File: config.mk
export PLATFORM = sky130hd
export DESIGN_NAME = packed_shift_unit
export DESIGN_NICKNAME = d
export VERILOG_FILES = /design/src/rtl/psu_pkg.sv /design/src/rtl/psu_class.sv /design/src/rtl/psu_lane.sv /design/src/rtl/packed_shift_unit.sv
export SDC_FILE = /design/constraint.sdc
export NUM_CORES = 1
export LEC_CHECK = 0
export ABC_AREA = 1
export BUFFER_PORTS_ARGS = -buffer_cell sky130_fd_sc_hd__buf_2
export CORE_MARGIN = 2
export CORE_UTILIZATION = 64
export CTS_BUF_LIST = sky130_fd_sc_hd__clkbuf_8
export CTS_CLUSTER_SIZE = 24
export DETAILED_ROUTE_END_ITERATION = 10
export PLACE_DENSITY = 0.86
export SYNTH_ARGS = -nofsm -noshare
export SYNTH_HDL_FRONTEND = slang
export SYNTH_HIERARCHICAL = 1
export SYNTH_SLANG_ARGS = --single-unit
File: constraint.sdc
create_clock -name clk -period 4.1 [get_ports clk]
set_input_delay 0.205 -clock clk [delete_from_list [all_inputs] [get_ports clk]]
set_output_delay 0.205 -clock clk [all_outputs]
set_load 0.01 [all_outputs]
File: src/rtl/psu_pkg.sv
package psu_pkg;
   typedef enum logic [1:0] {
      OP_SRA  = 2'b00,
      OP_SRL  = 2'b01,
      OP_SLL  = 2'b10,
      OP_RSVD = 2'b11
   } shift_op_e;
endpackage

File: src/rtl/psu_class.sv
module psu_class #(
   parameter int IDX_W     = 5,
   parameter int NS_FIRST  = 2,
   parameter int NS_LAST   = 7,
   parameter int NU_LAST   = 15,
   parameter int WS_FIRST  = 16,
   parameter int WS_LAST   = 23,
   parameter int WU_LAST   = 29
) (
   input  logic [IDX_W-1:0] idx,
   output logic             legal,
   output logic             narrow,
   output logic             is_signed
);
   if (!(NS_FIRST <= NS_LAST && NS_LAST < NU_LAST && NU_LAST < WS_FIRST
         && WS_FIRST <= WS_LAST && WS_LAST < WU_LAST)) begin : g_bad_ranges
      $error("psu_class: index ranges must be ordered and disjoint");
   end
   if (WU_LAST >= (1 << IDX_W)) begin : g_bad_idx_w
      $error("psu_class: index width too small for ranges");
   end

   int unsigned v;
   always_comb begin
      v         = 32'(idx);
      narrow    = (v >= NS_FIRST) && (v <= NU_LAST);
      legal     = narrow || ((v >= WS_FIRST) && (v <= WU_LAST));
      is_signed = ((v >= NS_FIRST) && (v <= NS_LAST))
               || ((v >= WS_FIRST) && (v <= WS_LAST));
   end
endmodule

File: src/rtl/psu_lane.sv
module psu_lane
   import psu_pkg::*;
#(
   parameter int W = 8
) (
   input  logic [W-1:0]         x,
   input  logic [$clog2(W)-1:0] sh,
   input  shift_op_e            op,
   input  logic                 rnd_sat,
   input  logic                 is_signed,
   output logic [W-1:0]         y
);
   localparam int SH_W = $clog2(W);
   localparam int DW   = 2 * W;

   if (W < 2 || (1 << SH_W) != W) begin : g_bad_w
      $error("psu_lane: lane width must be a power of two");
   end

   logic [DW-1:0] rfill, rsh, lext, lsh;
   logic [W:0]    tap;
   logic          rbit, ovf;
   logic [W-1:0]  rres, lres, clamp;

   always_comb begin
      // right path: fill chosen by opcode
      rfill = (op == OP_SRA) ? {{W{x[W-1]}}, x} : {{W{1'b0}}, x};
      rsh   = rfill >> sh;
      tap   = {x, 1'b0} >> sh;
      rbit  = tap[0];
      rres  = rsh[W-1:0] + {{(W-1){1'b0}}, rnd_sat & rbit};

      // left path: widened so lost bits remain visible
      lext  = is_signed ? {{W{x[W-1]}}, x} : {{W{1'b0}}, x};
      lsh   = lext << sh;
      if (is_signed) begin
         ovf   = lsh[DW-1:W-1] != {(W+1){x[W-1]}};
         clamp = x[W-1] ? {1'b1, {(W-1){1'b0}}} : {1'b0, {(W-1){1'b1}}};
      end else begin
         ovf   = lsh[DW-1:W] != '0;
         clamp = '1;
      end
      lres = (rnd_sat && ovf) ? clamp : lsh[W-1:0];

      case (op)
         OP_SRA, OP_SRL: y = rres;
         OP_SLL:         y = lres;
         default:        y = x;
      endcase
   end


   always_comb begin
      if (rnd_sat && op == OP_SLL && is_signed)
         sat_sign_chk: assert (y[W-1] == x[W-1])
            else $error("signed saturating shift changed lane sign");
   end


   always_comb begin
      if (rnd_sat && op == OP_SLL && !is_signed)
         usat_grow_chk: assert (y >= x)
            else $error("unsigned saturating shift shrank lane");
   end
endmodule

File: src/rtl/packed_shift_unit.sv
module packed_shift_unit
   import psu_pkg::*;
#(
   parameter int WORD_W   = 32,
   parameter int NARROW_W = 8,
   parameter int WIDE_W   = 16,
   parameter int IDX_W    = 5
) (
   input  logic              clk,
   input  logic              rst_n,
   input  logic              in_valid,
   input  logic [WORD_W-1:0] operand,
   input  logic [WORD_W-1:0] amt_word,
   input  logic [3:0]        imm,
   input  logic              use_imm,
   input  logic [IDX_W-1:0]  reg_idx,
   input  logic [1:0]        op,
   input  logic [1:0]        mode,
   output logic              out_valid,
   output logic [WORD_W-1:0] result
);
   localparam int N_NARROW = WORD_W / NARROW_W;
   localparam int N_WIDE   = WORD_W / WIDE_W;
   localparam int NSH_W    = $clog2(NARROW_W);
   localparam int WSH_W    = $clog2(WIDE_W);

   if (WORD_W % WIDE_W != 0 || WIDE_W % NARROW_W != 0) begin : g_bad_split
      $error("packed_shift_unit: lane widths must divide the word");
   end
   if (WSH_W > 4) begin : g_bad_imm
      $error("packed_shift_unit: immediate too narrow for wide lanes");
   end

   logic      cls_legal, cls_narrow, cls_signed;
   shift_op_e op_e;
   logic      op_legal;
   logic [WORD_W-1:0] amt_src;
   logic [NSH_W-1:0]  sh_n;
   logic [WSH_W-1:0]  sh_w;
   logic [WORD_W-1:0] word_n, word_w, result_d;

   psu_class #(.IDX_W(IDX_W)) u_class (
      .idx       (reg_idx),
      .legal     (cls_legal),
      .narrow    (cls_narrow),
      .is_signed (cls_signed)
   );

   always_comb begin
      op_e     = shift_op_e'(op);
      op_legal = (op_e != OP_RSVD);
      amt_src  = use_imm ? {{(WORD_W-4){1'b0}}, imm} : amt_word;
      sh_n     = amt_src[NSH_W-1:0];
      sh_w     = amt_src[WSH_W-1:0];
   end

   for (genvar i = 0; i < N_NARROW; i++) begin : g_narrow
      psu_lane #(.W(NARROW_W)) u_lane (
         .x         (operand[i*NARROW_W +: NARROW_W]),
         .sh        (sh_n),
         .op        (op_e),
         .rnd_sat   (mode[0]),
         .is_signed (cls_signed),
         .y         (word_n[i*NARROW_W +: NARROW_W])
      );
   end

   for (genvar j = 0; j < N_WIDE; j++) begin : g_wide
      psu_lane #(.W(WIDE_W)) u_lane (
         .x         (operand[j*WIDE_W +: WIDE_W]),
         .sh        (sh_w),
         .op        (op_e),
         .rnd_sat   (mode[0]),
         .is_signed (cls_signed),
         .y         (word_w[j*WIDE_W +: WIDE_W])
      );
   end

   always_comb begin
      if (!(cls_legal && op_legal)) result_d = operand;
      else if (cls_narrow)          result_d = word_n;
      else                          result_d = word_w;
   end

   always_ff @(posedge clk) begin
      if (!rst_n) begin
         out_valid <= 1'b0;
         result    <= '0;
      end else begin
         out_valid <= in_valid;
         if (in_valid) result <= result_d;
      end
   end


   valid_follow_chk: assert property (@(posedge clk) disable iff (!rst_n)
      in_valid |=> out_valid);


   valid_drop_chk: assert property (@(posedge clk) disable iff (!rst_n)
      !in_valid |=> !out_valid);


   hold_chk: assert property (@(posedge clk) disable iff (!rst_n)
      !in_valid |=> $stable(result));


   zero_shift_chk: assert property (@(posedge clk) disable iff (!rst_n)
      (in_valid && use_imm && imm == 4'd0) |=> result == $past(operand));
endmodule

==> metrics, run 1 <==
outcome=completed; Post-Synthesis Cells=roughly 2600; Critical Path End Type=register; skew final=0 ns; Peak VDD IR=172 µV; CP Capture Point=result[10]; WL final=44500 µm; Post-CTS Setup Bufs=0; #FFs+latches synth=33; unrepaired setup endpoints after global routing=false; Fmax=0.280 GHz; Nets=around 2700; CP Class=input port to register; Num CTS Buffers=5; CTS Hold Buffers Added=0; Post-route DRC=0; power per cell area=219 nW/µm²; Seq/Total Area, Yosys=5.12%; largest cells by area after synthesis=nand2_1 (31%), nand3_1 (23%), nor2_1 (6.2%); post-synth cell types=53; design area=roughly 13000 µm²; Final TNS setup=0 ns; Initial Utilization=~66%; top post-synthesis cells by count=nand2_1 (1056), nand3_1 (588), nor2_1 (214); I/O pins=114; Yosys warning count=6; Iter 0 DRT Violations=2239; placed cell area=13100 µm²; worst reg-to-reg path cell count=4; MaxCap Viol Count=0; Syn Area/Cell=4.87 µm²; Reg2Reg Setup Slack=3.34 ns; ratio of cells with drive above 1 in the final layout=12.4%; worst slack at placement=0.306 ns; Crit. Startpoint=use_imm; worst setup margin=0.528 ns; Detail Route Antenna Nets=0; diode count=0; final core occ=67.4%; slew margin rel.=between 30% and 40%; Yosys top cell area share=30.7%; drt pass-1 iters=11; vias after detailed routing=17500; area leader, netlist=nand2_1; Tcrit/Tclk final=87.1%; post-CTS sizing=0; GP Congestion=approximately 1.0; Clock Sinks=33; data required time of the worst path=4.34 ns; min Tclk post-route=3.57 ns; antenna violations before repair=0; Synth Net Count=between 2000 and 3000; fillers=2000; largest net degree at the start of global routing=83; clock latency at the later pin of the worst-skew pair=about 0.33 ns; Async S/R FF share, synth=0%; CP Max Fanout=17; vias in the first global route=about 15000; GRT Resource Usage Total=40.4%; Hold Startpoint=rst_n; H-Tree Depth=2; DIE AREA=21300 µm²; core area=19700 µm²; Root Driver=clkbuf_8; Congestion Overflow GR=0; Avg WL per Cell=around 15 µm; clk slew on worst S/H paths=roughly 0.090 ns; area delta synth->final=2.64%; synthesized area=12900 µm²; I/O Buffers=83; Tightest Pin Transition=1.03 ns; Static Leak=7.64 nW; Worst setup SP type=input port; clock buffer depth=2; Final Hold Viols=0; start of the worst register-to-register path=result[7]; Final Setup Violations=0; TritonCTS clock tree=built; row count=51; Detailed Place HPWL=around 33000 µm; dominant synthesized flop cell=dfxtp_1; first-pass GRT wire length=slightly above 70000 µm; Tightest Hold Check Type=input port to register; R2R Path End=result[7]; Die Y=146 µm; die width=146 µm; Slew Viols, Final=0; number of synthesized flops with an enable pin=0; most common cell in the netlist=nand2_1; via/cell ratio=6.00; Worst EP arrival=3.81 ns
## cells by family (layout without fill, tap and decap cells)
| logic type | after synthesis | in the layout | synth area share (%) |
|---|---|---|---|
| multiplexers | 4 | 4 | 0.349 |
| flip-flops | 33 | 33 | 5.12 |
| buffers and inverters | 359 | 363 | 13.8 |
| adder cells (fa/ha/maj) | 12 | 12 | 1.16 |
| AO/OA/AOI/OAI | 200 | 200 | 9.14 |
| AND/OR/NAND/NOR | 2040 | 2040 | 70.4 |
## power breakdown
part           internal, W  switching [W]  total, W  leakage [nW]
registers         0.000348      0.0000142  0.000362         0.274
clock network     0.000242       0.000179  0.000421        0.0681
logic             0.000657        0.00146   0.00212          7.29
total              0.00125        0.00165   0.00290          7.64
## flip-flops by register name, summed over array words and instances, names as in the netlist
name and flops:
out_valid 1, result 32
## final cells by class
class	count	area, µm²	share of cell area (%)
clock inverters	3	65.1	0.491
clock buffers	5	68.8	0.519
well taps	265	332	2.50
repair buffers	117	721	5.44
flip-flops and latches	33	661	4.99
inverters	238	921	6.95
multi-input cells	2256	10500	79.1
## cell usage in the layout (no fill, tap or decap), drive strengths merged, types with 2 or more instances in the layout
cell type     n
nand2      1146
nor2        235
a211oi        4
o21ai        94
a22o          6
inv         235
clkinv        4
or2           4
a21oi        55
buf         117
nand3       628
o31ai         4
nand3b        2
o211ai        4
bufinv        2
a21o          3
nor3          8
a41oi         2
clkbuf        5
nand4        15
a31oi        18
mux2          4
dfxtp        33
ha           12
a21boi        4
and2          2
## worst max-delay path: stages
cell,delay (ns)
buf_2,0.14
mux2_4,0.40
buf_4,0.28
buf_4,0.23
nand2_1,0.15
nand3_1,0.14
nand3_1,0.08
nand2_1,0.17
o21ai_0,0.10
inv_1,0.06
ha_1,0.17
ha_1,0.18
inv_1,0.07
nor2_1,0.17
nand2_1,0.12
nor2_1,0.21
a21oi_1,0.12
a22oi_1,0.23
nand2_1,0.13
nand2_2,0.08
nand2_1,0.05
nand2_1,0.06
nand3_1,0.13
nand2_1,0.11
inv_1,0.04
## metrics by stage
stage	hold WS (ns)	total power, W	instances
finish	0.0894	0.00290	2917
global route	0.0999	0.00315	2917
CTS	0.0809	0.00284	2917
detailed placement	0.416	0.00241	2909
global placement	0.400	0.00238	2909
floorplan	0.303	0.00198	2648
## how the worst min path moves through the flow
stage	depth (start not counted)	slack [ns]	endpoint
2_1_floorplan	2	0.30	out_valid
3_3_place_gp	3	0.40	out_valid
3_5_place_dp	3	0.42	out_valid
4_1_cts	3	0.08	out_valid
5_1_grt	3	0.1	out_valid
6_report	3	0.09	out_valid
## routing by layer
metal	up-vias	GRT usage (%)	wire [µm]
li1	8600	-	-
met1	7572	51.5	17200
met2	1110	67.0	19700
met3	223	4.28	5060
met4	0	22.0	2630
met5	-	0	0
(Power assumes the default switching activity.)
==> inputs of run 2 (changes only) <==
--- a/config.mk
+++ b/config.mk
@@ -8,11 +8,12 @@
 export ABC_AREA = 1
 export BUFFER_PORTS_ARGS = -buffer_cell sky130_fd_sc_hd__buf_2
 export CORE_MARGIN = 2
-export CORE_UTILIZATION = 64
+export CORE_UTILIZATION = 45
 export CTS_BUF_LIST = sky130_fd_sc_hd__clkbuf_8
 export CTS_CLUSTER_SIZE = 24
 export DETAILED_ROUTE_END_ITERATION = 10
-export PLACE_DENSITY = 0.86
+export PLACE_DENSITY = 0.64
+export SKIP_CTS_REPAIR_TIMING = 1
 export SYNTH_ARGS = -nofsm -noshare
 export SYNTH_HDL_FRONTEND = slang
 export SYNTH_HIERARCHICAL = 1
==> run 2 against run 1 <==
Clock-buffer cell count is the same. Critical endpoint is now result[28]. Final area grew 1.2%. Worst hold slack gained 0.0088 ns. Sequential share of layout area shrank 0.060 points.
==> metrics, run 2 (same netlist as run 1, synthesis figures left out) <==
CP Max Fanout=17; diode count=0; crit-path leading delay family=simple AND/OR/NAND/NOR gates; Max stage delay on crit path=0.43 ns; Slew Viols, Final=0; drt pass-1 iters=5; met2 wire length=about 22000 µm; Switch Pwr=0.00163 W; Tcrit/Tclk final=85.7%; Die Y=173 µm; die width=173 µm; clock latency at the later pin of the worst-skew pair=0.30 ns; max reg flops=32; Avg WL per Cell=~15 µm; Cell Int Power=0.00125 W; largest net degree at the start of global routing=66; skew final=0 ns; DIE AREA=between 30000 and 40000 µm²; data required time of the worst path=4.37 ns; Clock Power Share=13.8%; Final Hold Viols=0; via/cell ratio=roughly 5.7; Worst setup SP type=input port; I/O Buffers=83; Fmax=0.285 GHz; Congestion Overflow GR=0; clock buffer depth=2; I/O pins=~110; unrepaired setup endpoints after global routing=false; ratio of cells with drive above 1 in the final layout=12.4%; Root Driver=clkbuf_8; Detail Route Antenna Nets=0; fin cells=roughly 3000; Initial Utilization=45.3%; clk slew on worst S/H paths=~0.10 ns; first-pass GRT wire length=75100 µm; WL final=approximately 47000 µm; area delta synth->final=3.88%; Tightest Hold Check Type=input port to register; MaxCap Viol Count=0; H-Tree Depth=2; GP Congestion=0.967; Combinational Power Share=73.5%; WL met3=approximately 3600 µm; Num CTS Buffers=5; Worst EP arrival=roughly 3.8 ns; sequential power share=12.7%; crit path max-delay cell type=mux2_4; Sw Share=between 50% and 60%; Post-route DRC=0; Worst path most repeated cell=nand2_1; Metal-1 WL=19700 µm; core area=around 28000 µm²; antenna violations before repair=0; row count=62; min Tclk post-route=3.51 ns; register with the most flip-flops=result; Final TNS setup=0 ns; placed cells=3028; GRT Resource Usage Total=29.7%; Static Leak=7.64 nW; Nets=2744; Final Setup Violations=0; Critical Path End Type=register; vias in the first global route=roughly 15000; Highest Signal Layer=met4; CP Class=input port to register; Peak VDD IR=125 µV; most common cell after layout, fill and taps aside=nand2_1; Clock Sinks=33; power per cell area=215 nW/µm²; slew margin rel.=35.0%; Tightest Pin Transition=0.973 ns; Iter 0 DRT Violations=1874; top flop regs=result (32), out_valid (1); Detailed Place HPWL=~35000 µm; outcome=completed; final core occ=between 40% and 50%; vias after detailed routing=around 17000; WP buf/inv=7; TritonCTS clock tree=built; commonest cells after routing, fill and taps aside=nand2_1 (1056), nand3_1 (588), nor2_1 (214)
==> run 2: changes by cell type in the layout (fill, tap and decap cells not counted) <==
cell / delta
mux2_8: +1
mux2_4: -1
==> run 2: final cells by class <==
type / instances / area (µm²)
Sequential cell: 33 / 661
Multi-Input combinational cell: 2256 / 10500
Fill cell: 3301 / 15100
Clock inverter: 3 / 65.1
Tap cell: 384 / 480
Timing Repair Buffer: 117 / 721
Inverter: 238 / 921
Clock buffer: 5 / 68.8
==> run 2: per-stage QoR <==
| step | hold WS, ns | cell area [µm²] | power [W] | worst slack, ns |
|---|---|---|---|---|
| 5_1_grt | 0.114 | 13400 | 0.00315 | 0.318 |
| 3_5_place_dp | 0.414 | 13300 | 0.00244 | 0.352 |
| 3_3_place_gp | 0.403 | 13300 | 0.00242 | 0.361 |
| 4_1_cts | 0.0973 | 13400 | 0.00285 | 0.675 |
| 2_1_floorplan | 0.303 | 12900 | 0.00198 | 0.924 |
| 6_report | 0.0982 | 13400 | 0.00288 | 0.588 |
==> run 2: power by group through the flow <==
stage	registers (W)	clock network, W	logic, W
2_1_floorplan	0.000381	0	0.00160
3_3_place_gp	0.000373	0	0.00205
3_5_place_dp	0.000373	0	0.00207
4_1_cts	0.000366	0.000404	0.00208
5_1_grt	0.000368	0.000418	0.00237
6_report	0.000365	0.000399	0.00212
==> run 2: metal layers <==
| layer | up-vias | track usage (%) |
|---|---|---|
| met5 | - | 0 |
| met2 | 761 | 51.7 |
| met3 | 141 | 2.17 |
| met1 | 7742 | 38.3 |
| li1 | 8599 | - |
| met4 | 0 | 11.5 |
==> run 2: final timing paths <==
path | from | slack, ns | endpoint | depth (start not counted)
worst max-delay path | use_imm | 0.59 | result[28] | 28
worst min-delay path | rst_n | 0.1 | out_valid | 3
worst max register to register | result[14] | 3.39 | result[14] | 4
worst min register to register | result[9] | 0.55 | result[9] | 4
==> run 2: tightest hold or removal path, delay by kind of cell <==
kind	cells	cell delay [ns]
simple gates	1	0.05
buf+inv	2	0.13
